**config.mk**
```make
export PLATFORM = sky130hd
export DESIGN_NAME = can_bit_timer
export DESIGN_NICKNAME = d
export VERILOG_FILES = /design/src/rtl/can_bt_pkg.sv /design/src/rtl/can_bt_prescaler.sv /design/src/rtl/can_bt_edge.sv /design/src/rtl/can_bt_seq.sv /design/src/rtl/can_bit_timer.sv
export SDC_FILE = /design/constraint.sdc
export NUM_CORES = 1
export LEC_CHECK = 0
export BUFFER_PORTS_ARGS = -buffer_cell sky130_fd_sc_hd__buf_2
export CORE_MARGIN = 4
export CORE_UTILIZATION = 48
export CTS_CLUSTER_SIZE = 14
export DETAILED_ROUTE_END_ITERATION = 10
export PLACE_DENSITY = 0.72
export SLEW_MARGIN = 5
export SYNTH_ARGS = -nofsm -noshare
export SYNTH_HDL_FRONTEND = slang
export SYNTH_SLANG_ARGS = --single-unit
```
**constraint.sdc**
```tcl
create_clock -name clk -period 3.57 [get_ports clk]
set_input_delay 0.5355 -clock clk [delete_from_list [all_inputs] [get_ports clk]]
set_output_delay 0.5355 -clock clk [all_outputs]
set_load 0.03 [all_outputs]
```
**src/rtl/can_bt_pkg.sv**
```systemverilog
package can_bt_pkg;

  localparam int CFG_WORD_W = 16;
  localparam int PRESC_W    = 6;
  localparam int JUMP_W     = 2;
  localparam int SEG1_W     = 4;
  localparam int SEG2_W     = 3;

  typedef enum logic [1:0] {
    SEG_SYNC = 2'd0,
    SEG_PH1  = 2'd1,
    SEG_PH2  = 2'd2
  } seg_e;

endpackage

```
**src/rtl/can_bt_prescaler.sv**
```systemverilog
module can_bt_prescaler #(
  parameter int DIV_W = 6
) (
  input  logic             clk,
  input  logic             rst,
  input  logic [DIV_W-1:0] div_m1,
  input  logic             restart,
  output logic             tq_tick
);

  logic [DIV_W-1:0] div_cnt;

  assign tq_tick = (div_cnt == div_m1);

  always_ff @(posedge clk) begin
    if (rst || restart) begin
      div_cnt <= '0;
    end else if (tq_tick) begin
      div_cnt <= '0;
    end else begin
      div_cnt <= div_cnt + DIV_W'(1);
    end
  end

  AST_TICK_GAP: assert property (@(posedge clk) disable iff (rst)
    (div_m1 != '0 && tq_tick) |=> !tq_tick);

endmodule

```
**src/rtl/can_bt_edge.sv**
```systemverilog
module can_bt_edge (
  input  logic clk,
  input  logic rst,
  input  logic rx_in,
  output logic rx_fall
);

  logic rx_last;

  always_ff @(posedge clk) begin
    if (rst) rx_last <= 1'b1;
    else     rx_last <= rx_in;
  end

  assign rx_fall = rx_last & ~rx_in;

  AST_FALL_SINGLE: assert property (@(posedge clk) disable iff (rst)
    rx_fall |=> !rx_fall);

endmodule

```
**src/rtl/can_bt_seq.sv**
```systemverilog
module can_bt_seq
  import can_bt_pkg::*;
#(
  parameter int JUMP_W = 2,
  parameter int SEG1_W = 4,
  parameter int SEG2_W = 3,
  parameter int CNT_W  = 6
) (
  input  logic              clk,
  input  logic              rst,
  input  logic [JUMP_W-1:0] jump_m1,
  input  logic [SEG1_W-1:0] seg1_m1,
  input  logic [SEG2_W-1:0] seg2_m1,
  input  logic              tq_tick,
  input  logic              rx_in,
  input  logic              rx_fall,
  input  logic              hsync_en,
  input  logic              tx_bit_in,
  output logic              hard_sync,
  output logic              tx_out,
  output logic              sample_stb,
  output logic              rx_bit,
  output logic              bit_start_stb
);

  seg_e             seg;
  logic [CNT_W-1:0] qcnt;
  logic [CNT_W-1:0] stretch;
  logic [CNT_W-1:0] trim;
  logic             armed;

  logic [CNT_W-1:0] qnext;
  logic [CNT_W-1:0] ph1_lim;
  logic [CNT_W-1:0] ph2_lim;
  logic [CNT_W-1:0] ph2_nom_m1;
  logic [CNT_W-1:0] jump_len;
  logic [CNT_W-1:0] phase_err;
  logic [CNT_W-1:0] jump_amt;
  logic             resync_go;

  always_comb begin
    qnext      = qcnt + CNT_W'(1);
    ph1_lim    = CNT_W'(seg1_m1) + CNT_W'(1) + stretch;
    ph2_nom_m1 = CNT_W'(seg2_m1);
    ph2_lim    = ph2_nom_m1 + CNT_W'(1) - trim;
    jump_len   = CNT_W'(jump_m1) + CNT_W'(1);
    case (seg)
      SEG_PH1: phase_err = qnext;
      SEG_PH2: phase_err = ph2_nom_m1 - qcnt;
      default: phase_err = '0;
    endcase
    jump_amt  = (phase_err < jump_len) ? phase_err : jump_len;
    hard_sync = rx_fall & hsync_en;
    resync_go = rx_fall & ~hsync_en & armed & (seg != SEG_SYNC) & (phase_err != '0);
  end

  always_ff @(posedge clk) begin
    if (rst) begin
      seg           <= SEG_SYNC;
      qcnt          <= '0;
      stretch       <= '0;
      trim          <= '0;
      armed         <= 1'b0;
      tx_out        <= 1'b1;
      rx_bit        <= 1'b1;
      sample_stb    <= 1'b0;
      bit_start_stb <= 1'b0;
    end else begin
      sample_stb    <= 1'b0;
      bit_start_stb <= 1'b0;
      if (hard_sync) begin
        seg           <= SEG_SYNC;
        qcnt          <= '0;
        stretch       <= '0;
        trim          <= '0;
        armed         <= 1'b0;
        bit_start_stb <= 1'b1;
        tx_out        <= tx_bit_in;
      end else begin
        if (resync_go) begin
          if (seg == SEG_PH1) stretch <= jump_amt;
          else                trim    <= jump_amt;
          armed <= 1'b0;
        end
        if (tq_tick) begin
          case (seg)
            SEG_SYNC: begin
              seg  <= SEG_PH1;
              qcnt <= '0;
            end
            SEG_PH1: begin
              if (qnext >= ph1_lim) begin
                seg        <= SEG_PH2;
                qcnt       <= '0;
                sample_stb <= 1'b1;
                rx_bit     <= rx_in;
                armed      <= rx_in;
              end else begin
                qcnt <= qnext;
              end
            end
            SEG_PH2: begin
              if (qnext >= ph2_lim) begin
                seg           <= SEG_SYNC;
                qcnt          <= '0;
                stretch       <= '0;
                trim          <= '0;
                bit_start_stb <= 1'b1;
                tx_out        <= tx_bit_in;
              end else begin
                qcnt <= qnext;
              end
            end
            default: begin
              seg  <= SEG_SYNC;
              qcnt <= '0;
            end
          endcase
        end
      end
    end
  end

  AST_STROBE_EXCL: assert property (@(posedge clk) disable iff (rst)
    sample_stb |-> !bit_start_stb);
  AST_SAMPLE_PULSE: assert property (@(posedge clk) disable iff (rst)
    sample_stb |=> !sample_stb);
  AST_TX_HOLD: assert property (@(posedge clk) disable iff (rst)
    !bit_start_stb |-> $stable(tx_out));
  AST_HS_START: assert property (@(posedge clk) disable iff (rst)
    hard_sync |=> bit_start_stb);
  AST_STRETCH_CAP: assert property (@(posedge clk) disable iff (rst)
    stretch <= jump_len);
  AST_TRIM_CAP: assert property (@(posedge clk) disable iff (rst)
    trim <= jump_len);

endmodule

```
**src/rtl/can_bit_timer.sv**
```systemverilog
module can_bit_timer
  import can_bt_pkg::*;
#(
  parameter int CFG_W   = CFG_WORD_W,
  parameter int PRESC_W = can_bt_pkg::PRESC_W,
  parameter int JUMP_W  = can_bt_pkg::JUMP_W,
  parameter int SEG1_W  = can_bt_pkg::SEG1_W,
  parameter int SEG2_W  = can_bt_pkg::SEG2_W
) (
  input  logic             clk,
  input  logic             rst,
  input  logic [CFG_W-1:0] cfg_word,
  input  logic             rx_in,
  input  logic             hsync_en,
  input  logic             tx_bit_in,
  output logic             tx_out,
  output logic             sample_stb,
  output logic             rx_bit,
  output logic             bit_start_stb
);

  localparam int JUMP_LSB = PRESC_W;
  localparam int SEG1_LSB = JUMP_LSB + JUMP_W;
  localparam int SEG2_LSB = SEG1_LSB + SEG1_W;
  localparam int USED_W   = SEG2_LSB + SEG2_W;
  localparam int WIDE_W   = (SEG1_W > JUMP_W) ? SEG1_W : JUMP_W;
  localparam int CNT_W    = WIDE_W + 2;

  logic [PRESC_W-1:0] presc_m1;
  logic [JUMP_W-1:0]  jump_m1;
  logic [SEG1_W-1:0]  seg1_m1;
  logic [SEG2_W-1:0]  seg2_m1;
  logic               tq_tick;
  logic               rx_fall;
  logic               hard_sync;

  assign presc_m1 = cfg_word[JUMP_LSB-1:0];
  assign jump_m1  = cfg_word[SEG1_LSB-1:JUMP_LSB];
  assign seg1_m1  = cfg_word[SEG2_LSB-1:SEG1_LSB];
  assign seg2_m1  = cfg_word[USED_W-1:SEG2_LSB];

  generate
    if (CFG_W > USED_W) begin : g_spare
      logic [CFG_W-USED_W-1:0] unused_cfg_bits;
      assign unused_cfg_bits = cfg_word[CFG_W-1:USED_W];
    end
  endgenerate

  can_bt_prescaler #(.DIV_W(PRESC_W)) u_presc (
    .clk     (clk),
    .rst     (rst),
    .div_m1  (presc_m1),
    .restart (hard_sync),
    .tq_tick (tq_tick)
  );

  can_bt_edge u_edge (
    .clk     (clk),
    .rst     (rst),
    .rx_in   (rx_in),
    .rx_fall (rx_fall)
  );

  can_bt_seq #(
    .JUMP_W (JUMP_W),
    .SEG1_W (SEG1_W),
    .SEG2_W (SEG2_W),
    .CNT_W  (CNT_W)
  ) u_seq (
    .clk           (clk),
    .rst           (rst),
    .jump_m1       (jump_m1),
    .seg1_m1       (seg1_m1),
    .seg2_m1       (seg2_m1),
    .tq_tick       (tq_tick),
    .rx_in         (rx_in),
    .rx_fall       (rx_fall),
    .hsync_en      (hsync_en),
    .tx_bit_in     (tx_bit_in),
    .hard_sync     (hard_sync),
    .tx_out        (tx_out),
    .sample_stb    (sample_stb),
    .rx_bit        (rx_bit),
    .bit_start_stb (bit_start_stb)
  );

endmodule

```
==> flow_summary.yaml <==
cts:
  cts_num_sinks: 32
  clkTransAtPathRegs_ns: 0.07
  clk_latency_ns: 0.29
  cts_tree: "done"
  cts-root-buf: "clkbuf_8"
  h-tree-depth: 2
  cts_resized: 0
  cts.path.max_buffers: 2
  cts_buffers: 5
  ctsHoldBuffers: 0
  cts_setup_buffers: 0
run_status:
  outcome: "completed"
synth:
  synth_seq_cells: 32
  synth_edf_count: 0
  synthArstFlopShare: 0
  synth_area_sq_um: 2390
  synth_top_flop_cell: "dfxtp_1"
  yosysTopAreaCellShare: 0.268
  synth_warnings: 0
  yosys-top-cells-area: "dfxtp_1, ha_1, xnor2_1"
  synth_cell_types: 50
  synth_nets: 326
  yosys.area.top_type: "dfxtp_1"
  netlist_instances: 268
  seq_area_frac_synth: 0.268
  synth_area_per_cell_sq_um: 8.92
worst_setup_path:
  path_max_fanout: 4
  required_ns: 3.76
  worstSetupStartpointType: "primary input"
  cp_data_arrival_time_ns: 3.41
  worstSetupPathType: "primary input to flop"
  end_kind: "flop"
placement:
  dp_hpwl_microns: 3900
  place_ws_ns: 0.0428
  placed_area_sq_um: 2620
  numPortBuffers: 23
  gp_congestion: 0.790
layout:
  area_delta_synth_final_pct: 13.4
  fillers: 439
  layout_common_cells: "ha_1, dfxtp_1, buf_2"
  layout.nets: 360
  mostFrequentLayoutCell: "ha_1"
  layout-drive-gt1-share: 0.182
  multi_input_area_sq_um: 1640
  post-route-util: 0.567
  postLayoutCellArea_sq_um: 2710
  diodes: 0
  final-seq-area_sq_um: 641
grt:
  grt_max_degree: 12
  track_usage: 0.177
  grt_pass1_vias: 1940
  antenna_found_initial: 0
  grt_pass1_wl_microns: 8650
  grt-ovfl-total: 0
run:
  max_cap_viol_count: 0
timing:
  fin_crit_sh: 0.902
  hold_viol: 0
  fmax_ghz: 0.311
  rsz0062_at_grt: "false"
  fin_tns_setup_ns: 0
  setup_viol: 0
  hold_slack_ns: 0.454
  tightest_slew_ns: 0.732
  worst_clock_skew_ns: 0.00629
  setup_slack_ns: 0.350
  drv_slew: 0
  fin_crit_ns: 3.22
  relSlewSlack: 0.509
drt:
  vias_per_cell: 5.18
  firstDrtPassIters: 4
  highest_layer: "met4"
  wl_met1_microns: 2360
  dr.first_iter.drc_count: 72
  wire_per_inst_microns: 13.1
  met3_length_microns: 103
  drc_errors: 0
  wl_met2_microns: 2280
  ant_nets: 0
  vias: 1916
  drt_wl_total_microns: 4840
power_and_ir_drop:
  p_clk_frac: 0.361
  switchingPower_mw: 0.201
  ir_worst_vdd_mv: 0.242
  power_frac_comb: 0.154
  p_seq_frac: 0.485
  leakage_nw: 1.15
  power_density_nw_per_um2: 278
  power.internal_mw: 0.552
  switching_share: 0.267
die:
  dieWidth_microns: 78.6
  initial_core_util: 0.500
  rows: 25
  core-area_sq_um: 4790
  top_level_ports: 25
  die_h_microns: 78.6
  die_area_sq_um: 6170
hold_path:
  hp-class: "flop to flop"
[stage by stage]
stage	instances	power (mW)
finish	370	0.753
global route	370	0.802
CTS	370	0.764
detailed placement	362	0.490
global placement	362	0.486
floorplan	268	0.452
[registers in the layout (all words and copies together) (netlist names)]
register,count
u_edge.rx_last,1
u_presc.div_cnt,6
u_seq.armed,1
u_seq.bit_start_stb,1
u_seq.qcnt,6
u_seq.rx_bit,1
u_seq.sample_stb,1
u_seq.seg,2
u_seq.stretch,6
u_seq.trim,6
u_seq.tx_out,1
[routing by layer]
layer / track usage / vias to the layer above
li1: - / 1016
met1: 0.226 / 877
met2: 0.294 / 16
met3: 0.0310 / 7
met4: 0.0717 / 0
met5: 0 / -
[critical path: stages]
cell and delay (ns):
buf_2 0.11, ha_1 0.30, ha_1 0.27, nor2b_1 0.12
o21ai_0 0.14, nand2b_1 0.11, a21oi_1 0.15, nor2_1 0.06
xor2_1 0.14, ha_1 0.29, nand2_1 0.06, o311ai_0 0.34
buf_4 0.18, o311ai_1 0.12, nand3_1 0.18, nor2_2 0.07
a22o_2 0.22
[cells by family after synthesis]
family	Yosys count	share of synthesized area
adders and majority gates	37	0.203
AOI/OAI and AO/OA	64	0.194
muxes	4	0.0194
xor gates and xnor gates	27	0.0989
DFF	32	0.268
buffers and inverters	25	0.0460
and+or+nand+nor	79	0.171
[worst paths after layout]
kind | from | end | slack, ns | cells past startpoint
max reg2reg | u_seq.qcnt[0] | u_seq.trim[2] | 0.51 | 10
min reg2reg | u_seq.trim[3] | u_seq.trim[3] | 0.45 | 2
max | cfg_word[12] | u_seq.qcnt[3] | 0.35 | 17
min | u_seq.trim[3] | u_seq.trim[3] | 0.45 | 2
[synth_stat cells, types with 3 or more instances]
master	instances
o21ai_0	12
nor2b_1	5
dfxtp_1	32
nor3_1	5
xnor2_1	15
o22ai_1	3
and3_1	5
or2_2	3
a22o_1	3
nand3_1	8
a2111oi_0	3
nand2_1	13
a21o_1	3
and2_1	6
inv_1	19
ha_1	34
nand2b_1	4
a21oi_1	20
fa_1	3
nor2_1	21
xor2_1	12
[final cells by class]
class | count | area share
inverters | 20 | 0.0277
clock buffers | 5 | 0.0254
multi-input cells | 211 | 0.606
flip-flops and latches | 32 | 0.236
repair buffers | 32 | 0.0673
clock inverters | 3 | 0.00692
well taps | 67 | 0.0309
[power groups by stage]
| stage | Sequential (mW) | Clock (mW) | Combinational, mW |
|---|---|---|---|
| finish | 0.365 | 0.272 | 0.116 |
| global route | 0.366 | 0.301 | 0.134 |
| floorplan | 0.375 | 0 | 0.0773 |
| CTS | 0.365 | 0.281 | 0.118 |
| global placement | 0.373 | 0 | 0.113 |
| detailed placement | 0.373 | 0 | 0.117 |
Note: power is estimated with default switching activity, not from simulation.
